## src/rtl/bw_mult_pkg.sv

```systemverilog
package bw_mult_pkg;

  typedef struct packed {
    logic cout;
    logic sum;
  } fa_res_t;

  // One full-adder cell: sum is the parity, carry is the majority.
  function automatic fa_res_t full_add(input logic x, input logic y, input logic cin);
    fa_res_t r;
    r.sum  = x ^ y ^ cin;
    r.cout = (x & y) | (x & cin) | (y & cin);
    return r;
  endfunction

  // Partial-product bit for multiplier bit i and multiplicand bit j.
  // It is complemented when exactly one of the two bits is a sign bit.
  function automatic logic pp_term(input logic ai, input logic bj,
                                   input bit i_is_sign, input bit j_is_sign);
    logic t;
    t = ai & bj;
    return (i_is_sign ^ j_is_sign) ? ~t : t;
  endfunction

endpackage

```

## src/rtl/bw_pp_gen.sv

```systemverilog
module bw_pp_gen
  import bw_mult_pkg::*;
#(
  parameter int N = 8
) (
  input  logic [N-1:0]        mcand,
  input  logic [N-1:0]        mplier,
  output logic [N-1:0][N-1:0] rows
);

  // Row i holds the terms of weight i+j, for j = 0 .. N-1.
  for (genvar i = 0; i < N; i++) begin : g_row
    for (genvar j = 0; j < N; j++) begin : g_col
      assign rows[i][j] = pp_term(mplier[i], mcand[j], (i == N-1), (j == N-1));
    end
  end

endmodule

```

## src/rtl/bw_row_adder.sv

```systemverilog
module bw_row_adder
  import bw_mult_pkg::*;
#(
  parameter int N     = 8,
  parameter int SHIFT = 0
) (
  input  logic [2*N-1:0] acc_in,
  input  logic [N-1:0]   row,
  output logic [2*N-1:0] acc_out
);

  localparam int W    = 2 * N;
  localparam int SPAN = W - SHIFT;

  // Bits below SHIFT are never touched by this row.
  if (SHIFT > 0) begin : g_low
    assign acc_out[SHIFT-1:0] = acc_in[SHIFT-1:0];
  end

  // Ripple chain over the upper bits. The last carry falls off (mod 2^2N).
  logic [SPAN-1:0] upper;
  always_comb begin
    logic    c;
    fa_res_t r;
    c = 1'b0;
    for (int k = 0; k < SPAN; k++) begin
      r        = full_add(acc_in[SHIFT+k], (k < N) ? row[k] : 1'b0, c);
      upper[k] = r.sum;
      c        = r.cout;
    end
  end
  assign acc_out[W-1:SHIFT] = upper;

endmodule

```

## src/rtl/bw_array_mult.sv

```systemverilog
module bw_array_mult #(
  parameter int N = 8
) (
  input  logic [N-1:0]   op_a,
  input  logic [N-1:0]   op_b,
  output logic [2*N-1:0] prod
);

  localparam int W = 2 * N;
  // Correction ones at bit N and bit 2N-1 balance the complemented terms.
  localparam logic [W-1:0] CORR = (W'(1) << N) | (W'(1) << (W-1));

  logic [N-1:0][N-1:0] pp_rows;
  logic [W-1:0]        stage [N+1];

  bw_pp_gen #(.N(N)) u_pp (
    .mcand  (op_b),
    .mplier (op_a),
    .rows   (pp_rows)
  );

  assign stage[0] = CORR;

  for (genvar i = 0; i < N; i++) begin : g_sum
    bw_row_adder #(.N(N), .SHIFT(i)) u_row (
      .acc_in  (stage[i]),
      .row     (pp_rows[i]),
      .acc_out (stage[i+1])
    );
  end

  assign prod = stage[N];

  // Named observation wires for the checks below.
  logic [W-1:0] ref_prod;
  logic         a_zero, b_zero, a_one, b_one, sign_xor;
  assign ref_prod = W'($signed(op_a) * $signed(op_b));
  assign a_zero   = (op_a == '0);
  assign b_zero   = (op_b == '0);
  assign a_one    = (op_a == N'(1));
  assign b_one    = (op_b == N'(1));
  assign sign_xor = op_a[N-1] ^ op_b[N-1];

  always_comb begin
    AST_PRODUCT_MATCH: assert (prod == ref_prod);
    AST_ZERO_ABSORB: assert (!(a_zero || b_zero) || prod == '0);
    AST_SIGN_RULE: assert (prod == '0 || prod[W-1] == sign_xor);
    AST_UNIT_PASS: assert (!b_one || prod == W'($signed(op_a)));
  end

endmodule

```

## config.mk

```make
export PLATFORM = sky130hd
export DESIGN_NAME = bw_array_mult
export DESIGN_NICKNAME = d
export VERILOG_FILES = /design/src/rtl/bw_mult_pkg.sv /design/src/rtl/bw_pp_gen.sv /design/src/rtl/bw_row_adder.sv /design/src/rtl/bw_array_mult.sv
export SDC_FILE = /design/constraint.sdc
export NUM_CORES = 1
export LEC_CHECK = 0
export BUFFER_PORTS_ARGS = -buffer_cell sky130_fd_sc_hd__buf_4
export CELL_PAD_IN_SITES_DETAIL_PLACEMENT = 1
export CELL_PAD_IN_SITES_GLOBAL_PLACEMENT = 1
export CORE_ASPECT_RATIO = 1.75
export CORE_UTILIZATION = 46
export DETAILED_ROUTE_END_ITERATION = 7
export PLACE_DENSITY_LB_ADDON = 0.1
export SYNTH_ARGS = -nofsm -noshare
export SYNTH_HDL_FRONTEND = slang
export SYNTH_SLANG_ARGS = --single-unit
```

## constraint.sdc

```tcl
create_clock -name vclk -period 19.8
set_input_delay 3.96 -clock vclk [all_inputs]
set_output_delay 3.96 -clock vclk [all_outputs]
set_load 0.02 [all_outputs]
```

Yosys cells after proc, flatten, opt, wreduce, memory -nomap -nowiden
Cells that the tools add are included.
{"block": "word_totals", "ram_bits": 0, "out_inout_bits": 16, "wordCells": 433, "latchBits": 0, "romBits": 0, "memories": 0, "register_bits": 0}
{"block": "classes", "n_mul": 0, "order_cmp": 0, "n_eq_ne": 0, "n_reduce_logical": 0, "mux": 0, "bitwise": 433, "addsub": 0, "div_mod_pow": 0, "shifts": 0}
{"operator": "$and 1x1->1", "count": 216}
{"operator": "$xor 1x1->1", "count": 104}
{"operator": "$or 1x1->1", "count": 98}
{"operator": "$not 1->1", "count": 15}

Depth between registers and ports, before layout
{"block": "depth", "word_depth": 53, "depth_mapped": 33, "depth_no_buf": 33}

Hierarchy
A second synthesis with hierarchy kept.
{"block": "hier_totals", "cells_unflattened": 199, "hier_area_um2": 2244.7}
{"module": "bw_pp_gen", "area_each_um2": 370.4, "cells_per_inst": 65, "n_inst": 1, "seq_area_each_um2": 0.0}
{"module": "bw_row_adder at g_sum[0].u_row", "area_each_um2": 249.0, "cells_per_inst": 16, "n_inst": 1, "seq_area_each_um2": 0.0}
{"module": "bw_row_adder at g_sum[1].u_row", "area_each_um2": 244.0, "cells_per_inst": 16, "n_inst": 1, "seq_area_each_um2": 0.0}
{"module": "bw_row_adder at g_sum[2].u_row", "area_each_um2": 239.0, "cells_per_inst": 16, "n_inst": 1, "seq_area_each_um2": 0.0}
{"module": "bw_row_adder at g_sum[3].u_row", "area_each_um2": 234.0, "cells_per_inst": 16, "n_inst": 1, "seq_area_each_um2": 0.0}
{"module": "bw_row_adder at g_sum[4].u_row", "area_each_um2": 229.0, "cells_per_inst": 16, "n_inst": 1, "seq_area_each_um2": 0.0}
{"module": "bw_row_adder at g_sum[7].u_row", "area_each_um2": 229.0, "cells_per_inst": 20, "n_inst": 1, "seq_area_each_um2": 0.0}
{"module": "bw_row_adder at g_sum[5].u_row", "area_each_um2": 224.0, "cells_per_inst": 16, "n_inst": 1, "seq_area_each_um2": 0.0}
{"module": "bw_row_adder at g_sum[6].u_row", "area_each_um2": 219.0, "cells_per_inst": 16, "n_inst": 1, "seq_area_each_um2": 0.0}
{"module": "bw_array_mult", "area_each_um2": 7.5, "cells_per_inst": 2, "n_inst": 1, "seq_area_each_um2": 0.0}

Worst setup path before layout
Ideal clock, no wire load.
{"block": "synth_path", "kind": "input to output", "from": "in op_a[1]", "to": "out prod[14]", "setup_slack_ps": 3100, "arrival_time_ps": 12740, "stages": 23, "path_cell_list": "and2_1 -> ha_1 -> fa_1 -> fa_1 -> fa_1 -> fa_1 -> fa_1 -> fa_1 -> fa_1 -> fa_1 -> fa_1 -> fa_1 -> fa_1 -> inv_1 -> fa_1 -> fa_1 -> fa_1 -> fa_1 -> fa_1 -> fa_1 -> fa_1 -> fa_1 -> inv_1"}
{"block": "synth_between", "elab_chain_cells": 50}
{"element": "start: declaration", "line_no": "bw_array_mult.sv:4", "text": "input logic [N-1:0] op_a,"}
{"element": "$and 1x1->1", "line_no": "bw_mult_pkg.sv:21", "text": "t = ai & bj;"}
{"element": "$and 1x1->1 (2 in a row)", "line_no": "bw_mult_pkg.sv:12", "text": "r.cout = (x & y) | (x & cin) | (y & cin);"}
{"element": "$or 1x1->1 (2 in a row)", "line_no": "bw_mult_pkg.sv:12"}
{"element": "$and 1x1->1", "line_no": "bw_mult_pkg.sv:12"}
{"element": "$or 1x1->1 (2 in a row)", "line_no": "bw_mult_pkg.sv:12"}
{"element": "$and 1x1->1", "line_no": "bw_mult_pkg.sv:12"}
{"element": "$or 1x1->1 (2 in a row)", "line_no": "bw_mult_pkg.sv:12"}
{"element": "$and 1x1->1", "line_no": "bw_mult_pkg.sv:12"}
{"element": "[... 26 more ...]"}
{"element": "$or 1x1->1 (2 in a row)", "line_no": "bw_mult_pkg.sv:12"}
{"element": "$and 1x1->1", "line_no": "bw_mult_pkg.sv:12"}
{"element": "$or 1x1->1 (2 in a row)", "line_no": "bw_mult_pkg.sv:12"}
{"element": "$and 1x1->1", "line_no": "bw_mult_pkg.sv:12"}
{"element": "$or 1x1->1 (2 in a row)", "line_no": "bw_mult_pkg.sv:12"}
{"element": "$and 1x1->1", "line_no": "bw_mult_pkg.sv:12"}
{"element": "$or 1x1->1 (2 in a row)", "line_no": "bw_mult_pkg.sv:12"}
{"element": "$xor 1x1->1 *", "line_no": "bw_mult_pkg.sv:11", "text": "r.sum = x ^ y ^ cin;"}
{"element": "end: declaration", "line_no": "bw_array_mult.sv:6", "text": "output logic [2*N-1:0] prod"}
Mark *: on every way between the ends. The rest lies on a longest branch, timed or not.

Worst setup path after layout
Same ends and word-level chain as after synthesis.

==> reports/metrics.cfg <==
[outcome]
outcome = finished clean

[setup_path]
slowest_delay_ns = 0.55
path_buf_inv = 4
crit_fanout = 8
critPathArrivalTime_ns = 13.30
slowest_stage = fa_1
critPathTopFamily = adder cells
crit_path_end_kind = output pin
start_kind = input port
worst-endpoint-required_ns = 15.84
path_class = input port to output pin
crit_top_cell = fa_1

[detailed_routing]
wl_mm = 2.78
dr_total_vias = 1062
wl_per_cell_um = 12.5
routed_via_density = 4.78
drcViolationCount = 0
drt.antenna.violating_nets = 0
drtIter0Drc = 1
drtPass1Iterations = 2

[timing]
rsz0062_at_grt = false
final_max_slew_viol_count = 0
fmax_mhz = 57.9
max_slew_margin_pct = 91.3
hold_viol = 0
setup_tns_ns = 0
post-route-min-period_ns = 17.26
fin_crit_sh_pct = 87.2
final-setup-viol-count = 0
tightest_slew_ns = 0.130

[final_layout]
fillers = 370
syn2layout_area_growth_pct = 19.2
regArea_um2 = 0
multi_input_area_um2 = 1430
drive_above_1_share_pct = 17.9
antennaDiodeCount = 0
num-nets-final = 253
clkbuf_count = 0
design.seq.count = 0

[place]
portBuffers = 32
gp_congestion = 0.677
hpwl_mm = 2.76

[yosys]
yosys-mux-area-fraction_pct = 0
synth_fp_nets = 219
synth_top_family_by_area = adder cells
synth_cells = 147
seq_area_frac_synth_pct = 0
synth-simple-area-share_pct = 23.9
synthAdderAreaFrac_pct = 69.5
avgSynthCellArea_um2 = 10.4
synthesis.area_um2 = 1530
synthXorXnorAreaFrac_pct = 0
ys_types = 5
synth_compound_area_share_pct = 0
yosysWarnings = 0

[global_route]
antenna_found_initial = 0
grt_pass1_wl_mm = 5.16
gr-total-overflow = 0
grt_usage_pct = 19.2
grt_max_degree = 9
grt_pass1_vias = 1303

[floorplanning]
rows = 27
die_width_um = 45.6
io_pins = 32
die_area_um2 = 3560
core_um2 = 3140
chipHeight_um = 78.2
start_util_pct = 48.6

[cts]
cts_resized = 0
cts_setup_buffers = 0
cts_hold_buf = 0

[job]
max_cap_violations = 0

[min_path]
min_path_type = input port to output pin

[metal layers]
layer	part of all wire (%)	GRT usage, %
met4	0	0
met2	70	43.7
met3	0.79	0
met5	0	0
met1	29	16.9
[cell usage in the layout (no fill, tap or decap)]
master / n
fa_1: 48
and2_1: 50
buf_4: 32
nand2_1: 14
inv_1: 27
ha_1: 8
[synthesized netlist by cell type, drive strengths merged]
library cell	count	area share, %
and2	50	20
fa	48	63
inv	27	6.6
nand2	14	3.4
ha	8	6.6
[final timing paths]
check	start	endpoint	cells past startpoint	slack, ns
setup / recovery	op_a[1]	prod[14]	25	2.54
hold / removal	op_a[0]	prod[0]	3	8.30
[logic make-up after synthesis]
| family | Yosys count |
|---|---|
| adder cells (fa/ha/maj) | 56 |
| buffers and inverters | 27 |
| AND/OR/NAND/NOR | 64 |
[stage by stage]
step                cell area, µm²  hold WS [ns]  cells  utilization [%]  worst slack, ns
floorplan                     1530          8.10    147                -             3.10
global placement              1820          8.29    222             58.0             2.72
detailed placement            1820          8.30    222             58.0             2.46
CTS                           1820          8.30    222             58.0             2.46
global route                  1820          8.32    222             58.0             2.20
finish                        1820          8.30    222             58.0             2.54
[worst min-delay path, stage by stage]
cell and delay (ns):
buf_4 0.12, and2_1 0.12, buf_4 0.13
[cell type report]
cell class | instances | share of cell area, %
inverters | 27 | 5.56
repair buffers | 32 | 13.2
multi-input cells | 120 | 78.3
well taps | 43 | 2.95
Power is left out: the tool's default activity adds up to more than one toggle a clock period on the data nets, which glitch-free logic cannot reach.
